**src/rtl/shc_pkg.sv**
```systemverilog
// Shared types for the shifter.
// Assumes: operation codes are three bits wide; codes above 4 are reserved.
package shc_pkg;

    typedef enum logic [2:0] {
        SHT_LSL = 3'd0,
        SHT_LSR = 3'd1,
        SHT_ASR = 3'd2,
        SHT_ROR = 3'd3,
        SHT_RRX = 3'd4
    } shift_kind_e;

    // Classification of the shift count relative to the word width
    typedef struct packed {
        logic is_zero;
        logic over;
    } amt_class_t;

endpackage

```
**src/rtl/shc_amount_class.sv**
```systemverilog
// Sorts the shift count into zero / in range / beyond width and derives
// a clamped count and a rotate index.
// Assumes: DATA_W is a power of two and AMT_W > $clog2(DATA_W).
module shc_amount_class
    import shc_pkg::*;
#(
    parameter int DATA_W = 32,
    parameter int AMT_W  = 8,
    localparam int IDX_W = $clog2(DATA_W)
) (
    input  logic [AMT_W-1:0] amt,
    output amt_class_t       cls,
    output logic [IDX_W:0]   clamp,
    output logic [IDX_W-1:0] rot
);

    localparam logic [AMT_W-1:0] AMT_FULL = AMT_W'(DATA_W);
    localparam logic [IDX_W:0]   CLAMP_MAX = (IDX_W + 1)'(DATA_W);

    // Classify the count and clamp it to the word width
    always_comb begin
        cls.is_zero = (amt == '0);
        cls.over    = (amt > AMT_FULL);
        clamp       = cls.over ? CLAMP_MAX : amt[IDX_W:0];
        rot         = amt[IDX_W-1:0];
    end

endmodule

```
**src/rtl/shc_core.sv**
```systemverilog
// Combinational shift/rotate datapath with carry generation.
// Assumes: clamp never exceeds DATA_W; rot is the count modulo DATA_W.
module shc_core
    import shc_pkg::*;
#(
    parameter int DATA_W = 32,
    localparam int IDX_W = $clog2(DATA_W)
) (
    input  logic [DATA_W-1:0] operand,
    input  logic [2:0]        kind,
    input  amt_class_t        cls,
    input  logic [IDX_W:0]    clamp,
    input  logic [IDX_W-1:0]  rot,
    input  logic              carry_in,
    output logic [DATA_W-1:0] res,
    output logic              cout
);

    logic [DATA_W:0]          lsl_ext;
    logic [DATA_W:0]          lsr_ext;
    logic signed [DATA_W:0]   asr_ext;
    logic [2*DATA_W-1:0]      ror_dbl;
    logic [DATA_W-1:0]        ror_res;

    // Extended shifters: the extra bit captures the last bit shifted out
    always_comb begin
        lsl_ext = {1'b0, operand} << clamp;
        lsr_ext = {operand, 1'b0} >> clamp;
        asr_ext = $signed({operand, 1'b0}) >>> clamp;
        ror_dbl = {operand, operand} >> rot;
        ror_res = ror_dbl[DATA_W-1:0];
    end

    // Select the result and carry per operation code and count class
    always_comb begin
        res  = operand;
        cout = carry_in;
        if (!cls.is_zero) begin
            case (kind)
                SHT_LSL: begin
                    res  = cls.over ? '0   : lsl_ext[DATA_W-1:0];
                    cout = cls.over ? 1'b0 : lsl_ext[DATA_W];
                end
                SHT_LSR: begin
                    res  = cls.over ? '0   : lsr_ext[DATA_W:1];
                    cout = cls.over ? 1'b0 : lsr_ext[0];
                end
                SHT_ASR: begin
                    res  = asr_ext[DATA_W:1];
                    cout = asr_ext[0];
                end
                SHT_ROR: begin
                    res  = ror_res;
                    cout = ror_res[DATA_W-1];
                end
                SHT_RRX: begin
                    res  = {carry_in, operand[DATA_W-1:1]};
                    cout = operand[0];
                end
                default: begin
                    res  = operand;
                    cout = carry_in;
                end
            endcase
        end
    end

endmodule

```
**src/rtl/shc_out_stage.sv**
```systemverilog
// Optional output register: captures on valid input, holds otherwise.
// Assumes: with REG_OUT = 0 the stage is a wire and clk/rst_n are unused.
module shc_out_stage #(
    parameter int DATA_W  = 32,
    parameter bit REG_OUT = 1'b1
) (
    input  logic              clk,
    input  logic              rst_n,
    input  logic              in_valid,
    input  logic [DATA_W-1:0] d_res,
    input  logic              d_c,
    output logic              out_valid,
    output logic [DATA_W-1:0] q_res,
    output logic              q_c
);

    if (REG_OUT) begin : g_reg
        // Delay valid by one cycle
        always_ff @(posedge clk) begin
            if (!rst_n) out_valid <= 1'b0;
            else        out_valid <= in_valid;
        end

        // Capture result and carry only for a valid transaction
        always_ff @(posedge clk) begin
            if (!rst_n) begin
                q_res <= '0;
                q_c   <= 1'b0;
            end else if (in_valid) begin
                q_res <= d_res;
                q_c   <= d_c;
            end
        end

        AST_VALID_LAT: assert property (@(posedge clk) disable iff (!rst_n)
            in_valid |=> out_valid);
        AST_IDLE_LOW: assert property (@(posedge clk) disable iff (!rst_n)
            !in_valid |=> !out_valid);
        AST_IDLE_HOLD: assert property (@(posedge clk) disable iff (!rst_n)
            !in_valid |=> ($stable(q_res) && $stable(q_c)));
    end else begin : g_comb
        assign out_valid = in_valid;
        assign q_res     = d_res;
        assign q_c       = d_c;
    end

endmodule

```
**src/rtl/shift_carry_unit.sv**
```systemverilog
// Top of the shifter: count classification, datapath and output stage.
// Assumes: inputs are stable around the clock edge when in_valid is high.
module shift_carry_unit
    import shc_pkg::*;
#(
    parameter int DATA_W  = 32,
    parameter int AMT_W   = 8,
    parameter bit REG_OUT = 1'b1
) (
    input  logic              clk,
    input  logic              rst_n,
    input  logic              in_valid,
    input  logic [DATA_W-1:0] operand,
    input  logic [2:0]        shift_type,
    input  logic [AMT_W-1:0]  shift_amt,
    input  logic              carry_in,
    output logic              out_valid,
    output logic [DATA_W-1:0] result,
    output logic              carry_out
);

    localparam int IDX_W = $clog2(DATA_W);
    localparam logic [AMT_W-1:0] AMT_FULL = AMT_W'(DATA_W);

    amt_class_t        amt_cls;
    logic [IDX_W:0]    amt_clamp;
    logic [IDX_W-1:0]  amt_rot;
    logic [DATA_W-1:0] core_res;
    logic              core_c;

    shc_amount_class #(.DATA_W(DATA_W), .AMT_W(AMT_W)) i_class (
        .amt   (shift_amt),
        .cls   (amt_cls),
        .clamp (amt_clamp),
        .rot   (amt_rot)
    );

    shc_core #(.DATA_W(DATA_W)) i_core (
        .operand  (operand),
        .kind     (shift_type),
        .cls      (amt_cls),
        .clamp    (amt_clamp),
        .rot      (amt_rot),
        .carry_in (carry_in),
        .res      (core_res),
        .cout     (core_c)
    );

    shc_out_stage #(.DATA_W(DATA_W), .REG_OUT(REG_OUT)) i_out (
        .clk       (clk),
        .rst_n     (rst_n),
        .in_valid  (in_valid),
        .d_res     (core_res),
        .d_c       (core_c),
        .out_valid (out_valid),
        .q_res     (result),
        .q_c       (carry_out)
    );

    if (REG_OUT) begin : g_chk
        AST_ZERO_PASS: assert property (@(posedge clk) disable iff (!rst_n)
            (in_valid && shift_amt == '0) |=>
            (result == $past(operand) && carry_out == $past(carry_in)));
        AST_LOGIC_OVER: assert property (@(posedge clk) disable iff (!rst_n)
            (in_valid && shift_type inside {3'd0, 3'd1} && shift_amt > AMT_FULL) |=>
            (result == '0 && !carry_out));
        AST_ASR_OVER: assert property (@(posedge clk) disable iff (!rst_n)
            (in_valid && shift_type == 3'd2 && shift_amt > AMT_FULL) |=>
            (result == {DATA_W{$past(operand[DATA_W-1])}} &&
             carry_out == $past(operand[DATA_W-1])));
        AST_ROR_CARRY: assert property (@(posedge clk) disable iff (!rst_n)
            (in_valid && shift_type == 3'd3 && shift_amt != '0) |=>
            (carry_out == result[DATA_W-1]));
        AST_RRX_BITS: assert property (@(posedge clk) disable iff (!rst_n)
            (in_valid && shift_type == 3'd4 && shift_amt != '0) |=>
            (result == {$past(carry_in), $past(operand[DATA_W-1:1])} &&
             carry_out == $past(operand[0])));
    end

endmodule

```
**config.mk**
```make
export PLATFORM = sky130hd
export DESIGN_NAME = shift_carry_unit
export DESIGN_NICKNAME = d
export VERILOG_FILES = /design/src/rtl/shc_pkg.sv /design/src/rtl/shc_amount_class.sv /design/src/rtl/shc_core.sv /design/src/rtl/shc_out_stage.sv /design/src/rtl/shift_carry_unit.sv
export SDC_FILE = /design/constraint.sdc
export NUM_CORES = 1
export LEC_CHECK = 0
export BUFFER_PORTS_ARGS = -buffer_cell sky130_fd_sc_hd__buf_2
export CAP_MARGIN = 20
export CORE_MARGIN = 1.5
export CORE_UTILIZATION = 57
export CTS_CLUSTER_DIAMETER = 50
export DETAILED_ROUTE_END_ITERATION = 10
export PLACE_DENSITY_LB_ADDON = 0.12
export SYNTH_ARGS = -nofsm -noshare
export SYNTH_HDL_FRONTEND = slang
export SYNTH_SLANG_ARGS = --single-unit
```
**constraint.sdc**
```tcl
create_clock -name clk -period 2.6 [get_ports clk]
set_input_delay 0.52 -clock clk [delete_from_list [all_inputs] [get_ports clk]]
set_output_delay 0.52 -clock clk [all_outputs]
set_load 0.005 [all_outputs]
```
==> results.py, run 1 <==
metrics = {
    "clock_network": {
        "tritoncts.num_buffers": 5,
        "clkSinkCount": 34,
        "cts-htree-levels": 2,
        "cts_root_buf": "sky130_fd_sc_hd__clkbuf_16",
        "cts-root-to-sink-buffers": 2,
    },
    "global_routing": {
        "via_count_of_the_first_global_routing_pass": 16441,
        "grt_max_degree": 71,
        "grt_remaining_overflow": 357,
        "grt_usage_pct": 84.76,
        "first_pass_grt_wire_length_mm": 108.0,
    },
    "outcome": {
        "stop_error": "[ERROR GRT-0116] Global routing finished with congestion. Check the congestion regions in the DRC Viewer.",
        "haltStage": "5_1_grt",
        "outcome": "did not finish",
    },
    "logic_synthesis": {
        "synthesis.instances": 1272,
        "commonest_register_cell_after_synthesis": "sky130_fd_sc_hd__dfxtp_1",
        "synthesis.area_mm2": 0.009263,
        "yosys_warnings": 0,
        "synth.ff_latch_count": 34,
        "synthDistinctLibCells": 84,
        "synthArstFlopShare_pct": 0,
        "synth_nets": 1319,
        "synth_enable_flop_cells": 0,
        "synth.yosys.seq_area_share_pct": 7.348,
        "syn-mean-instance-area_um2": 7.282,
    },
    "place": {
        "numPortBuffers": 80,
        "globalplace.congestion": 1.257,
        "place_hpwl_mm": 44.65,
    },
    "floorplan": {
        "die-width_um": 130.5,
        "placementRows": 46,
        "initial_core_utilization_pct": 58.31,
        "io_pins": 81,
        "die-height_um": 130.5,
    },
}
-- through the flow --
stage          area [um^2]  setup slack [ns]  setup TNS, ns  std cells  utilization (%)
2_1_floorplan         9268          0.002876              0       1272                -
4_1_cts              13380          -0.09539        -0.3404       1823            84.22
3_5_place_dp         12460           -0.8964         -16.30       1798            78.43
3_3_place_gp         12460           -0.7990         -15.30       1798            78.43
-- synthesized netlist by cell type (all sizes together) (4+ instances only) --
cell	number	area, um^2
a22oi	15	112.6
a32oi	7	61.31
nand4	5	31.28
mux4	61	1374
and3	7	43.79
o22ai	26	162.7
o32ai	7	61.31
nor2	85	321.6
a221o	7	70.07
a221oi	24	210.2
a2bb2oi	5	43.79
clkbuf	96	360.4
or2	5	31.28
o211ai	21	157.7
inv	9	33.78
o21a	10	75.07
a21o	5	37.54
or3	12	75.07
nor4	7	43.79
a211o	6	52.55
nand2	169	634.4
o2111ai	8	70.07
o31ai	5	37.54
a211oi	43	327.8
buf	77	412.9
dfxtp	34	680.7
a21oi	95	475.5
mux2	38	427.9
o221ai	19	166.4
nor3	29	155.2
a31oi	26	162.7
nand3	32	160.2
a2111oi	5	50.04
o21ai	92	460.4
nor2b	13	81.33
and2	7	43.79
or4b	4	43.79
nor3b	4	35.03
nand2b	6	37.54
mux2i	99	991.0
-- cells by family after synthesis --
logic type | count (synthesis) | synth area share [%]
buffers and inverters | 182 | 8.713
and+or+nand+nor | 400 | 20.37
AOI/OAI and AO/OA | 458 | 33.42
muxes | 198 | 30.15
DFF | 34 | 7.348
-- repair_timing --
action                                  CTS
hold endpoints to repair                  0
pin swaps                                19
buffers inserted                         15
hold buffers                              0
resized for setup                       100
gates cloned                              4
endpoints found under the setup margin   32
-- per-layer routing --
layer  GRT overflow  global-route usage, %
met1              7                  84.87
met2            199                  99.54
met3             14                  72.11
met4            132                  81.97
met5              5                  47.35
==> run 2: changes to the inputs <==
CORE_UTILIZATION = 40   (was 57)
CTS_CLUSTER_DIAMETER = default   (was 50)
PLACE_DENSITY_LB_ADDON = 0.15   (was 0.12)
clock period = 3.4 ns   (was 2.6 ns; I/O delays follow)
==> results.py, run 2 <==
metrics = {
    "outcome": {
        "outcome": "finished clean",
    },
    "final_layout": {
        "post_route_cells_drive_above_1_share_pct": 31.16,
        "fillers": 2308,
        "register_containing_the_most_flip_flops_in_the_final_layout": "i_out.q_res",
        "post-route-cell-area_mm2": 0.01135,
        "layout.cells.most_common": "sky130_fd_sc_hd__buf_4",
        "syn_to_final_growth_pct": 22.50,
        "largest_registers": "i_out.q_res x32, i_out.out_valid x1, i_out.q_c x1",
        "final_nets": 1458,
        "layout_common_cells": "sky130_fd_sc_hd__buf_4, sky130_fd_sc_hd__nand2_1, sky130_fd_sc_hd__mux2i_1",
        "largest_reg_flops": 32,
    },
    "power": {
        "cellLeakagePower_nw": 4.594,
        "power-per-cell-area_mw_per_mm2": 235.1,
        "clkPwrFrac_pct": 18.7,
        "power.switching_fraction_pct": 49.12,
        "p_seq_share_pct": 17.1,
        "p_int_mw": 1.357,
        "comb_power_share_pct": 64.2,
        "worst_ir_drop_vdd_uv": 198.3,
        "power_switching_mw": 1.310,
    },
    "logic_synthesis": {
        "synth.top_cells.by_area": "sky130_fd_sc_hd__mux4_2, sky130_fd_sc_hd__mux2i_1, sky130_fd_sc_hd__dfxtp_1, sky130_fd_sc_hd__nand2_1, sky130_fd_sc_hd__a21oi_1",
        "synthesis.area_mm2": 0.009263,
        "synthArstFlopShare_pct": 0,
        "yosysTopAreaCellShare_pct": 14.83,
        "synth.ff_latch_count": 34,
        "synth_nets": 1319,
        "commonest_register_cell_after_synthesis": "sky130_fd_sc_hd__dfxtp_1",
        "yosys.cell_count.top_type": "sky130_fd_sc_hd__nand2_1",
        "netlist.top_cell.by_area": "sky130_fd_sc_hd__mux4_2",
        "yosys_warnings": 0,
        "synthDistinctLibCells": 84,
        "synth.yosys.seq_area_share_pct": 7.348,
        "synth_common_cells": "sky130_fd_sc_hd__nand2_1, sky130_fd_sc_hd__mux2i_1, sky130_fd_sc_hd__clkbuf_1",
        "syn-mean-instance-area_um2": 7.282,
        "synth_enable_flop_cells": 0,
        "synthesis.instances": 1272,
    },
    "floorplan": {
        "die-width_um": 155.2,
        "initial_core_utilization_pct": 40.79,
        "die-area_mm2": 0.02408,
        "io_pins": 81,
        "die-height_um": 155.2,
        "core_area_mm2": 0.02271,
        "placementRows": 55,
    },
    "sta": {
        "final.min_clock_period_ns": 3.283,
        "timing.max_slew.rel_slack_pct": 37.57,
        "timing_hold_violations_final": 0,
        "count_of_final_setup_violators": 0,
        "unrepaired_setup_endpoints_after_global_routing": "false",
        "layout_setup_ws_ns": 0.1167,
        "maxClockFrequency_mhz": 304.6,
        "finalMaxSlewViolations": 0,
        "worst_slew_pin_slew_ns": 0.9266,
        "fin_crit_sh_pct": 96.57,
        "final.setup_skew_ns": 0,
        "hold_slack_ns": 0.4452,
    },
    "route": {
        "dr_total_vias": 13027,
        "avgViaCountPerCell": 7.672,
        "postRouteWirelength_mm": 62.67,
        "drt_pass1_iterations": 8,
        "routed_wire_length_per_instance_um": 36.91,
        "detail_route.drc_violations": 0,
        "dr.first_iter.drc_count": 2492,
        "ant_nets": 0,
    },
    "global_routing": {
        "grt_remaining_overflow": 0,
        "first_pass_grt_wire_length_mm": 87.21,
        "gr-max-usage-layer": "met2",
        "grt_use_met1_pct": 65.63,
        "via_count_of_the_first_global_routing_pass": 11721,
        "gr-usage-met3_pct": 20.17,
        "grt_antenna_before_repair": 2,
        "globalRouteMet2Util_pct": 73.12,
        "grt_max_degree": 55,
        "grt_usage_pct": 50.79,
    },
    "clock_network": {
        "tritoncts.num_buffers": 5,
        "clkSinkCount": 34,
        "post_cts.repair.setup_buffers": 0,
        "cts-htree-levels": 2,
        "cts-root-to-sink-buffers": 2,
        "cts_tree": "built",
        "cts_root_buf": "sky130_fd_sc_hd__clkbuf_16",
        "clk-insertion-delay-late_ns": 0.29,
        "cts.reportedPaths.clkPinSlew_ns": 0.06,
    },
    "setup_path": {
        "required_time_of_the_critical_path_ns": 3.57,
        "worst_ep_arrival_time_ns": 3.46,
        "critPathCaptureType": "flop",
        "worst_setup_path_category": "in -> reg",
        "critical_path.max_fanout": 13,
        "timing.critical_path.from_type": "primary input",
    },
    "place": {
        "numPortBuffers": 80,
        "post_dp_cell_area_mm2": 0.01118,
        "place_hpwl_mm": 47.54,
        "dp_worst_setup_slack_ns": -0.2509,
        "globalplace.congestion": 1.107,
    },
    "worst_hold_path": {
        "worstHoldPathType": "reg -> reg",
    },
    "flow_run": {
        "cap_violations": 0,
    },
}
## run 2: cell families after synthesis
| kind of cell | after synthesis | synth area share (%) |
|---|---|---|
| compound gates | 458 | 33.42 |
| mux | 198 | 30.15 |
| flops | 34 | 7.348 |
| simple gates | 400 | 20.37 |
| buf+inv | 182 | 8.713 |
## run 2: path summary, 6_finish.rpt
path                   startpoint         endpoint  slack [ns]  depth (start not counted)
setup / recovery     shift_amt[5]  i_out.q_res[20]        0.12                         10
hold / removal    i_out.q_res[18]  i_out.q_res[18]        0.45                          2
setup reg to reg   i_out.q_res[1]   i_out.q_res[1]        1.80                          5
hold reg to reg   i_out.q_res[18]  i_out.q_res[18]        0.45                          2
## run 2: cell type report
cell class / count / area, um^2 / area share, %
diodes: 1 / 2.502 / 0.02205
repair buffers: 305 / 2295 / 20.22
multi-input cells: 1056 / 7831 / 69.02
inverters: 9 / 33.78 / 0.2977
clock inverters: 1 / 5.005 / 0.04411
flip-flops and latches: 34 / 680.7 / 5.998
clock buffers: 7 / 142.6 / 1.257
well taps: 285 / 356.6 / 3.143
## run 2: routing by layer
layer  vias to the layer above  share of wire, %
met1                      6117                36
met5                         -                 0
met3                       313                17
met4                         0               7.4
met2                      1372                40
li1                       5225                 -
## run 2: worst max-delay path, cell delays in order
cell	delay, ns
sky130_fd_sc_hd__buf_2	0.11
sky130_fd_sc_hd__or4b_2	0.68
sky130_fd_sc_hd__buf_4	0.23
sky130_fd_sc_hd__buf_4	0.22
sky130_fd_sc_hd__a211oi_1	0.36
sky130_fd_sc_hd__a211oi_1	0.17
sky130_fd_sc_hd__o32ai_1	0.53
sky130_fd_sc_hd__o211ai_1	0.14
sky130_fd_sc_hd__a31oi_1	0.24
sky130_fd_sc_hd__o21ai_1	0.08
## run 2: per-stage QoR
stage	std cells	power [mW]	utilization [%]	TNS, ns
2_1_floorplan	1272	1.318	-	0
3_3_place_gp	1689	2.062	49.25	-0.7122
3_5_place_dp	1689	2.058	49.25	-0.5201
4_1_cts	1697	2.553	49.90	0
5_1_grt	1697	2.698	49.96	0
6_report	1698	2.668	49.97	0
## run 2: power by group through the flow
stage | logic (mW) | clock network [mW] | registers [mW]
after floorplan | 0.862 | 0 | 0.455
after global placement | 1.60 | 0 | 0.462
after detailed placement | 1.60 | 0 | 0.462
after CTS | 1.60 | 0.500 | 0.453
after global routing | 1.73 | 0.509 | 0.456
final | 1.71 | 0.500 | 0.455
## run 2: repair_timing
action | 4_1_cts | 5_1_grt
gates resized for setup | 0 | 3
hold buffers | 0 | 0
endpoints found under the setup margin | 0 | 2
(Power assumes the default switching activity.)
